--- config.mk ---
export PLATFORM = sky130hd
export DESIGN_NAME = f2i_trunc32
export DESIGN_NICKNAME = d
export VERILOG_FILES = /design/src/rtl/f2i_pkg.sv /design/src/rtl/f2i_align.sv /design/src/rtl/f2i_pack.sv /design/src/rtl/f2i_trunc32.sv
export SDC_FILE = /design/constraint.sdc
export NUM_CORES = 1
export LEC_CHECK = 0
export BUFFER_PORTS_ARGS = -buffer_cell sky130_fd_sc_hd__buf_2
export CORE_MARGIN = 2
export CORE_UTILIZATION = 25
export CTS_CLUSTER_SIZE = 20
export DETAILED_ROUTE_END_ITERATION = 12
export PLACE_DENSITY = 0.52
export SYNTH_ARGS = -nofsm -noshare
export SYNTH_HDL_FRONTEND = slang
export SYNTH_HIERARCHICAL = 1
export SYNTH_SLANG_ARGS = --single-unit
--- constraint.sdc ---
create_clock -name clk -period 7 [get_ports clk]
set_input_delay 1.75 -clock clk [delete_from_list [all_inputs] [get_ports clk]]
set_output_delay 1.75 -clock clk [all_outputs]
set_load 0.1 [all_outputs]
--- src/rtl/f2i_pkg.sv ---
package f2i_pkg;

    localparam int INT_W = 32;

    typedef enum logic [1:0] {
        CLS_ZERO = 2'd0,
        CLS_NUM  = 2'd1,
        CLS_INF  = 2'd2,
        CLS_NAN  = 2'd3
    } fcls_e;

    // Result of the alignment stage.
    typedef struct packed {
        logic             big;   // exponent at or beyond the integer width
        logic [INT_W-1:0] mag;   // truncated magnitude
        logic             lost;  // a discarded bit or sticky was nonzero
    } align_t;

    // Packed integer result with its flags.
    typedef struct packed {
        logic [INT_W-1:0] value;
        logic             inexact;
        logic             operr;
    } ires_t;

    // Saturation value for the given sign.
    function automatic logic [INT_W-1:0] sat_value(input logic neg);
        return neg ? {1'b1, {(INT_W-1){1'b0}}} : {1'b0, {(INT_W-1){1'b1}}};
    endfunction

endpackage

--- src/rtl/f2i_align.sv ---
module f2i_align
    import f2i_pkg::*;
#(
    parameter int MANT_W = 40,
    parameter int EXP_W  = 16
) (
    input  logic signed [EXP_W-1:0]  exp_i,
    input  logic        [MANT_W-1:0] mant_i,
    input  logic                     sticky_i,
    output align_t                   al_o
);
    localparam int SH_W = $clog2(MANT_W + 1);
    localparam int EI_W = $clog2(INT_W);
    localparam logic signed [EXP_W-1:0] EXP_LIM = EXP_W'(INT_W);

    logic [SH_W-1:0]   sh;
    logic [MANT_W-1:0] shifted;
    logic [MANT_W-1:0] drop_mask;

    always_comb begin
        al_o      = '0;
        sh        = '0;
        shifted   = '0;
        drop_mask = '0;
        if (exp_i >= EXP_LIM) begin
            al_o.big = 1'b1;
        end else if (exp_i < 0) begin
            al_o.lost = (|mant_i) | sticky_i;
        end else begin
            sh        = SH_W'(MANT_W - 1) - SH_W'(exp_i[EI_W-1:0]);
            shifted   = mant_i >> sh;
            drop_mask = ~({MANT_W{1'b1}} << sh);
            al_o.mag  = shifted[INT_W-1:0];
            al_o.lost = (|(mant_i & drop_mask)) | sticky_i;
        end
    end

endmodule

--- src/rtl/f2i_pack.sv ---
module f2i_pack
    import f2i_pkg::*;
(
    input  fcls_e  cls_i,
    input  logic   sign_i,
    input  align_t al_i,
    output ires_t  res_o
);
    logic [INT_W:0] limit;
    logic           too_big;
    logic           ovf;

    always_comb begin
        limit   = {2'b01, {(INT_W-1){1'b0}}} + (INT_W+1)'(sign_i);
        too_big = al_i.big || ({1'b0, al_i.mag} >= limit);
        ovf     = (cls_i == CLS_INF) || (cls_i == CLS_NAN)
               || ((cls_i == CLS_NUM) && too_big);
        res_o   = '0;
        if (ovf) begin
            res_o.value = sat_value(sign_i);
            res_o.operr = 1'b1;
        end else if (cls_i == CLS_NUM) begin
            res_o.value   = sign_i ? (~al_i.mag + 1'b1) : al_i.mag;
            res_o.inexact = al_i.lost;
        end
    end

endmodule

--- src/rtl/f2i_trunc32.sv ---
module f2i_trunc32
    import f2i_pkg::*;
#(
    parameter int MANT_W = 40,
    parameter int EXP_W  = 16
) (
    input  logic                     clk,
    input  logic                     rst,
    input  logic                     in_vld,
    input  logic [1:0]               in_cls,
    input  logic                     in_sign,
    input  logic signed [EXP_W-1:0]  in_exp,
    input  logic [MANT_W-1:0]        in_mant,
    input  logic                     in_sticky,
    output logic                     out_vld,
    output logic [INT_W-1:0]         out_int,
    output logic                     out_inexact,
    output logic                     out_operr
);
    align_t al;
    ires_t  res;
    fcls_e  cls;

    assign cls = fcls_e'(in_cls);

    f2i_align #(.MANT_W(MANT_W), .EXP_W(EXP_W)) align_i (
        .exp_i    (in_exp),
        .mant_i   (in_mant),
        .sticky_i (in_sticky),
        .al_o     (al)
    );

    f2i_pack pack_i (
        .cls_i  (cls),
        .sign_i (in_sign),
        .al_i   (al),
        .res_o  (res)
    );

    always_ff @(posedge clk) begin
        if (rst) begin
            out_vld     <= 1'b0;
            out_int     <= '0;
            out_inexact <= 1'b0;
            out_operr   <= 1'b0;
        end else begin
            out_vld <= in_vld;
            if (in_vld) begin
                out_int     <= res.value;
                out_inexact <= res.inexact;
                out_operr   <= res.operr;
            end
        end
    end

    p_vld_follow_r2: assert property (@(posedge clk) disable iff (rst)
        in_vld |=> out_vld);
    p_vld_idle_r2: assert property (@(posedge clk) disable iff (rst)
        !in_vld |=> !out_vld);
    p_hold_r2: assert property (@(posedge clk) disable iff (rst)
        !in_vld |=> ($stable(out_int) && $stable(out_inexact) && $stable(out_operr)));
    p_zero_clean_r3: assert property (@(posedge clk) disable iff (rst)
        (in_vld && in_cls == 2'd0) |=> (out_int == '0 && !out_inexact && !out_operr));
    p_special_ovf_r9: assert property (@(posedge clk) disable iff (rst)
        (in_vld && in_cls[1]) |=> out_operr);
    p_big_exp_r7: assert property (@(posedge clk) disable iff (rst)
        (in_vld && in_cls == 2'd1 && in_exp >= 32) |=> out_operr);
    p_sat_excl_r10: assert property (@(posedge clk) disable iff (rst)
        out_operr |-> (!out_inexact &&
                       (out_int == 32'h7FFF_FFFF || out_int == 32'h8000_0000)));

endmodule

# Word level (Yosys, flattened, before mapping)
# Cells that the tools add are included.
[word_totals]
latchBits = 0
rom_bits = 0
elab_cells = 36
n_memories = 0
mem_bits_rw = 0
out_inout_bits = 35
ff_bits = 35
[op_classes]
eq_ne = 3
shifts = 2
bitwise_logic = 5
mux = 10
div_mod_pow = 0
reduce_logical = 6
addsub = 3
magnitude_cmp = 3
n_mul = 0
[op_table]
columns = ["op", "n"]
rows = [
  ["32-bit two-way mux", 4],
  ["40-bit OR reduction", 2],
  ["33-bit two-way mux", 2],
  ["40-bit AND", 1],
  ["40-bit inverter", 1],
  ["40-bit by 6-bit left shift with 40-bit output, first input constant", 1],
  ["40-bit by 6-bit right shift with 32-bit output", 1],
  ["32-bit by 1-bit adder with 33-bit output, first input constant", 1],
  ["32-bit by 33-bit greater-or-equal comparator with 1-bit output", 1],
  ["32-bit by 1-bit adder with 32-bit output, second input constant", 1],
  ["32-bit inverter", 1],
  ["16-bit by 7-bit greater-or-equal comparator with 1-bit output, second input constant", 1],
  ["16-bit by 1-bit less-than comparator with 1-bit output, second input constant", 1],
  ["6-bit by 5-bit subtractor with 6-bit output, first input constant", 1],
  ["2-bit == test, second input constant", 2],
  ["1-bit two-way mux", 4],
  ["1-bit logical OR", 3],
  ["2-bit by 1-bit == test with 1-bit output, second input constant", 1],
  ["1-bit bitwise OR", 2],
  ["1-bit logical AND", 1],
]

# Longest topological paths before layout
# Gate-level depths: netlist (run 1).
[logic_depth]
ltp_word = 13
ltp_mapped = 20
depth_no_buf = 16

# Hierarchy
# The synthesis (run 1) kept the hierarchy.
[modules_own_cells]
columns = ["module", "instances", "seq_area_each_um2", "cells_each", "area_per_inst_um2"]
rows = [
  ["f2i_align", 1, 0.0, 451, 3331.9],
  ["f2i_trunc32", 1, 700.7, 112, 1263.7],
  ["f2i_pack", 1, 0.0, 193, 1231.2],
]

# Worst setup path before layout (run 1)
# Ideal clock, no wire load.
[synth_timing]
path_type = "input -> register"
startpoint = "in in_exp[3]"
endpoint = "reg out_int[17]"
arrival_time_ns = 6.360
setup_ns = 0.128
stages = 20
path_slack_ns = 0.513
path_cell_list = "inv_1 > clkbuf_1 > clkbuf_1 > ha_1 > clkbuf_1 > clkbuf_1 > clkbuf_1 > nand2_1 > o21ai_0 > a2bb2oi_1 > nor2_1 > or4_4 > or4_1 > or4_4 > o32a_4 > a21boi_4 > buf_6 > o211ai_1 > mux2i_1 > nor2_1"
[synth_rtl]
columns = ["item", "line_no", "source"]
rows = [
  ["start, declared", "f2i_trunc32.sv:12", "input logic signed [EXP_W-1:0] in_exp,"],
  ["end signal, assigned", "f2i_trunc32.sv:49", "out_int <= res.value;"],
  ["end, declared", "f2i_trunc32.sv:16", "output logic [INT_W-1:0] out_int,"],
]

==> impl_results.md, run 1 <==
* Status: finished, final reports clean
* Largest net degree at the start of global routing at 51
* Arr. time, crit path at 6.58 ns
* Clk_lat worst skew at 0.27 ns
* H-tree Lvls at 2
* Worst-path fanout max at 31
* Post-cts resize count at 0
* Synthesized cell area at 5830 um2
* Setup CP Type: input pin to flip-flop
* R2R Path Start: out_int[14]
* Via density at 5.44
* FF-to-FF path depth at 2
* Ports at 98
* Final setup fails at 0
* DRT Pass-1 Iters at 6
* Non-filler cells in the finished layout at roughly 1,100
* Max-slew headroom at roughly 33%
* Starting Density at 25.6%
* Worst Path Required at 7.21 ns
* DR WL/cell at 18.9 um
* Drt initial violations at 582
* Syn Inst Count at 756
* Remaining antenna violation count at 0
* RSZ-0062 raised after global routing: no
* Ant. Diodes at 0
* PwrDens at ~140 nW/um2
* Share of layout cells above drive strength 1 at 25.1%
* NumNets Final at 895
* Skew final at 0 ns
* Register area share after synthesis at 12.0%
* Reg-to-reg slack, setup at between 6 and 7 ns
* Leakage at approximately 0.0028 uW
* Worst setup EP type: flip-flop
* Clk slew on worst S/H paths at 0.06 ns
* Dominant cell type by area after synthesis: mux2i_1
* Synthesis-to-finish area growth at 14.8%
* Syn_area_per_cell at 7.71 um2
* GPL Wtd Cong at 0.935
* Die Span Y at roughly 160 um
* Root Driver: clkbuf_16
* Core Box Area at 22,800 um2
* Vias in the first global route at slightly below 6,000
* Antenna violations before repair at 1
* Slew Limit Fails at 0
* Core Rows at 55
* Fmax at around 160 MHz
* Post-Route WL at around 22 mm
* Syn_nets at between 800 and 900
* Dpl cells at 1,133
* CTS Buf Count at 5
* Gr ovfl total at 0
* Post-synth EDFFs at 0
* Ys Warns at 6
* Worst Min Path Start: out_int[8]
* Hold-critical path depth at 2
* FF-to-FF End: out_int[14]
* CTS tree: done
* Finished Core Util at 29.4%
* Post-Layout Inst Area at 6690 um2
* Worst ir drop on vdd at 106 uV
* Worst slew pin tran at 1.00 ns
* CTS Buffer Depth at 2
* Post-synth top flop: dfxtp_1
* Post-synthesis async set-or-reset flop share at 0%
* Sink Count at 35
* Setup TNS at 0 ns
* Post-CTS Setup Bufs at 0
* Tmin final at roughly 6.4 ns
* End of the worst hold path: out_int[8]
* Commonest non-fill, non-tap cells in the layout: buf_2, nor2_1, nand2_1, mux2i_1, o21ai_0
* First-pass GRT wire length at 33.8 mm
* Top cells by area, synth: mux2i_1, dfxtp_1, mux4_2, mux2_2, nor2_1
* Seq cells post-synth at 35
* Synth cell types at 74
* DP Area at 6520 um2
* Final Hold Fails at 0
* Vias at 6,207
* Max-cap violations at 0
* # hold bufs at CTS at 0
* Total track usage at between 10% and 20%
* Port Buf Inserts at 97
* Die width at 157 um
* Fillers at 2,493
* DRC viols at 0
* Startpoint Class: input pin
* Commonest non-fill, non-tap cell in the layout: buf_2
* Full die area at between 20,000 and 25,000 um2
* Hold Crit Class: flip-flop to flip-flop
* Area share of the largest cell type after synthesis at 12.5%
* Tcrit/Tclk final at 91.0%
* HPWL after DPL at 16.6 mm
## registers in the layout, indices dropped and copies added, names as in the netlist
| signal | cells |
|---|---|
| out_inexact | 1 |
| out_int | 32 |
| out_vld | 1 |
| out_operr | 1 |
## how the worst max path moves through the flow
stage / startpoint / endpoint / slack, ns / depth (start not counted)
finish: in_exp[2] / out_int[29] / 0.63 / 17
global route: in_exp[1] / out_int[29] / 0.11 / 15
CTS: in_exp[2] / out_int[29] / 0.69 / 17
detailed placement: in_exp[2] / out_int[29] / 0.40 / 17
global placement: in_exp[2] / out_int[23] / 0.47 / 18
floorplan: in_exp[3] / out_int[17] / 0.51 / 20
## power breakdown
part           internal [uW]  switching, uW
sequential               210           5.16
combinational            153            292
clock                    168           83.4
total                    531            381
## layout make-up
class	instances	area, um2	area share [%]
multi-input combinational	633	4580	68.5
clock buffer	5	125	1.87
inverter	24	90.1	1.35
clock inverter	3	43.8	0.655
timing repair buffer	128	756	11.3
tap	313	392	5.85
sequential	35	701	10.5
## per-stage QoR
| step | total power [uW] | setup WS [ns] | hold slack [ns] |
|---|---|---|---|
| 2_1_floorplan | 547 | 0.513 | 0.975 |
| 3_3_place_gp | 658 | 0.469 | 0.468 |
| 3_5_place_dp | 659 | 0.400 | 0.478 |
| 4_1_cts | 914 | 0.692 | 0.491 |
| 5_1_grt | 959 | 0.115 | 0.514 |
| 6_report | 912 | 0.632 | 0.486 |
## cells by family (layout without fill, tap and decap cells)
family	Yosys count	in the layout	share of synthesized area (%)
buf+inv	88	160	9.34
xor+xnor	19	19	2.86
mux	131	131	28.9
compound gates	200	200	23.1
flops	35	35	12.0
fa+ha+maj	6	6	1.25
simple gates	277	277	22.5
## cells in the mapped netlist, drive strengths merged (4+ instances only)
library cell / instances
a211o: 6
or4: 5
o31ai: 9
nand4: 9
nor2: 90
and3: 6
mux2i: 73
o211ai: 19
a211oi: 8
nand2b: 7
nor4: 14
o21ai: 59
o22ai: 9
o41ai: 6
mux4: 26
a221oi: 4
inv: 23
nor2b: 13
buf: 37
nand2: 82
o31a: 4
a22oi: 5
mux2: 32
or2: 5
dfxtp: 35
ha: 5
or3: 7
clkbuf: 27
a31oi: 14
a21oi: 34
xor2: 16
nand3: 13
o21a: 4
nor3: 13
## metal layers
layer / wire, um / part of all wire (%) / GRT usage [%]
met2: 9580 / 44 / 27.0
met1: 10200 / 47 / 25.3
met5: 0 / 0 / 0
met3: 1470 / 6.8 / 1.83
met4: 347 / 1.6 / 3.76
## worst max-delay path: stages
cell and delay [ns]:
buf_2 0.32, buf_12 0.25, mux2i_1 0.34, mux2_4 0.21
mux2i_1 0.12, o21ai_0 0.22, a2bb2oi_1 0.19, nor2_1 0.06
buf_4 0.17, or4_4 0.55, or4_1 0.41, or4_4 0.47
o41ai_4 0.59, nand2_2 0.38, o21ai_0 0.31, mux2i_1 0.10
nor2_1 0.11
No activity file was read; power rests on OpenSTA's default activity.
==> inputs of run 2 (changes only) <==
--- a/config.mk
+++ b/config.mk
@@ -10,7 +10,9 @@
 export CORE_UTILIZATION = 25
 export CTS_CLUSTER_SIZE = 20
 export DETAILED_ROUTE_END_ITERATION = 12
+export MAX_ROUTING_LAYER = met4
 export PLACE_DENSITY = 0.52
+export RECOVER_POWER = 100
 export SYNTH_ARGS = -nofsm -noshare
 export SYNTH_HDL_FRONTEND = slang
 export SYNTH_HIERARCHICAL = 1
==> run 2 against run 1 <==
- the flow now finishes with violations (max-capacitance violations, max-slew violations)
- sequential share of layout area rose by 0.097 points
- sequential power barely moved
- clock skew did not move
- register-to-register slack barely moved
- wire length rose by 1.6%
- clock power barely moved
- clock-buffer cell count did not move
- largest power group unchanged
==> impl_results.md, run 2 (same netlist as run 1, synthesis figures left out) <==
* Worst-path fanout max at 28 (-9.7%)
* Worst slew pin tran at 2.44 ns (+1.43 ns)
* Critical path's top delay family: simple AND/OR/NAND/NOR gates
* Post-cts resize count at 0 (unchanged)
* CP startpoint: in_exp[1]
* Total track usage at 17.9% (+0.70 points)
* PwrDens at 137 nW/um2 (+0.70%)
* Die Span Y at 157 um (unchanged)
* GPL Wtd Cong at 0.936 (about the same)
* Clk slew on worst S/H paths at 0.06 ns (about the same)
* NumNets Final at 897 (+0.22%)
* CTS tree: done
* Share of layout cells above drive strength 1 at 20.8% (-4.3 points)
* Drt initial violations at 520 (-11%)
* Tmin final at 6.51 ns (+0.144 ns)
* Commonest non-fill, non-tap cell in the layout: nor2_1
* Critical-path top delay cell: o41ai_4
* Remaining antenna violation count at 0 (unchanged)
* Tcrit/Tclk final at 93.0% (+2.1 points)
* Fmax at 154 MHz (-2.2%)
* # hold bufs at CTS at 0 (unchanged)
* CTS Buf Count at 5 (unchanged)
* FF-to-FF End: out_int[26]
* Die width at 157 um (unchanged)
* Port Buf Inserts at 97 (unchanged)
* Vias at 6,254 (+0.76%)
* Crit path to: out_int[20]
* Worst setup EP type: flip-flop
* Instance count on the critical path at 16 (-1)
* Core Rows at 55 (unchanged)
* Worst Path Required at 7.21 ns (about the same)
* Antenna violations before repair at 0 (-1)
* DRT Pass-1 Iters at 5 (-1)
* Post-Route WL at 21.9 mm (+1.6%)
* Reg-to-reg slack, setup at 6.36 ns (about the same)
* Startpoint Class: input pin
* Starting Density at 25.6% (unchanged)
* Via density at 5.47 (+0.58%)
* Largest net degree at the start of global routing at 51 (unchanged)
* Commonest non-fill, non-tap cells in the layout: nor2_1, nand2_1, mux2i_1, buf_2, o21ai_0
* Worst ir drop on vdd at 121 uV (+15%)
* Leakage at 0.00268 uW (-5.2%)
* Synthesis-to-finish area growth at 13.7%
* Max reg flops at 32 (unchanged)
* Final setup fails at 0 (unchanged)
* RSZ-0062 raised after global routing: no
* WP buf/inv at 2 (-1)
* Failing checks: max-capacitance violations, max-slew violations
* Max incr delay on CP at 0.58 ns (about the same)
* Core Box Area at 22,800 um2 (unchanged)
* DR WL/cell at 19.2 um (+1.5%)
* Clk_lat worst skew at 0.27 ns (about the same)
* Critical path cell sequence: buf_2, buf_4, mux2_2, mux2i_1, nor2_1, a211oi_1, a211o_1, a21oi_1, nor4_1, nand2_1, or4_4, o41ai_4, nand3_1, o311ai_0, mux2i_1, nor2_1
* Ant. Diodes at 0 (unchanged)
* Hold Crit Class: flip-flop to flip-flop
* R2R Path Start: out_int[26]
* Full die area at 24,500 um2 (unchanged)
* Ports at 98 (unchanged)
* Vias in the first global route at 5,791 (-0.12%)
* Tot Pwr at 910 uW (-0.22%)
* Top reg by flops: out_int
* DRC viols at 0 (unchanged)
* Final Hold Fails at 0 (unchanged)
* Gr ovfl total at 0 (unchanged)
* Setup TNS at 0 ns (unchanged)
* Root Driver: clkbuf_16
* Skew final at 0 ns (unchanged)
* HPWL after DPL at 16.8 mm (+1.2%)
* Post-CTS Setup Bufs at 0 (unchanged)
* H-tree Lvls at 2 (unchanged)
* FF-to-FF path depth at 2 (unchanged)
* Arr. time, crit path at 6.72 ns (+0.14 ns)
* Max-slew headroom at -62.4% (-96 points)
* Status: complete, but fails checks
* First-pass GRT wire length at 33.8 mm (about the same)
* Sink Count at 35 (unchanged)
* CTS Buffer Depth at 2 (unchanged)
* Max-cap violations at 1 (+1)
* Slew Limit Fails at 36 (+36)
* Setup CP Type: input pin to flip-flop
==> run 2: changes by cell type in the layout (fill, tap and decap cells not counted), sizes merged <==
cell / delta
clkbuf: +38
buf: -36
==> run 2: metal layers <==
layer  part of all wire (%)  vias to the layer above  track usage, %
met5                      0                        -               -
met4                    1.9                        0            4.59
met3                    6.8                       34            2.08
met2                     44                      263            27.4
met1                     47                     2989            25.1
li1                       -                     2968               -
==> run 2: per-stage QoR <==
step                      utilization (%)  hold WS [ns]  instance area, um2  instances  worst slack [ns]
after floorplan                         -         0.975                5830        756             0.513
after CTS                            29.3         0.492                6680       1143             0.633
after global placement               28.6         0.468                6510       1135             0.478
final                                29.1         0.488                6630       1143             0.488
after detailed placement             28.6         0.478                6510       1135             0.383
after global routing                 29.1         0.517                6630       1143            0.0886
==> run 2: layout make-up <==
cell class              count  area, um2
clock buffers               5        125
clock inverters             3       43.8
fillers                  2508      16200
inverters                  24       90.1
multi-input cells         633       4580
flip-flops and latches     35        701
well taps                 313        392
repair buffers            130        694
==> run 2: worst min-delay path by stage <==
stage,slack (ns),from,endpoint,depth (start not counted)
floorplan,0.97,out_inexact,out_inexact,2
global placement,0.47,out_operr,out_operr,2
detailed placement,0.48,out_int[16],out_int[16],2
CTS,0.49,out_int[17],out_int[17],2
global route,0.52,out_int[27],out_int[27],2
finish,0.49,out_int[16],out_int[16],2
==> run 2: worst register-to-register path: stages (launching register included) <==
cell     delay [ns]
dfxtp_1        0.33
mux2i_1        0.07
nor2_1         0.17
==> run 2: report_power, final <==
group          switching, uW  internal [uW]
combinational            293            150
sequential              5.50            210
clock                   83.0            168
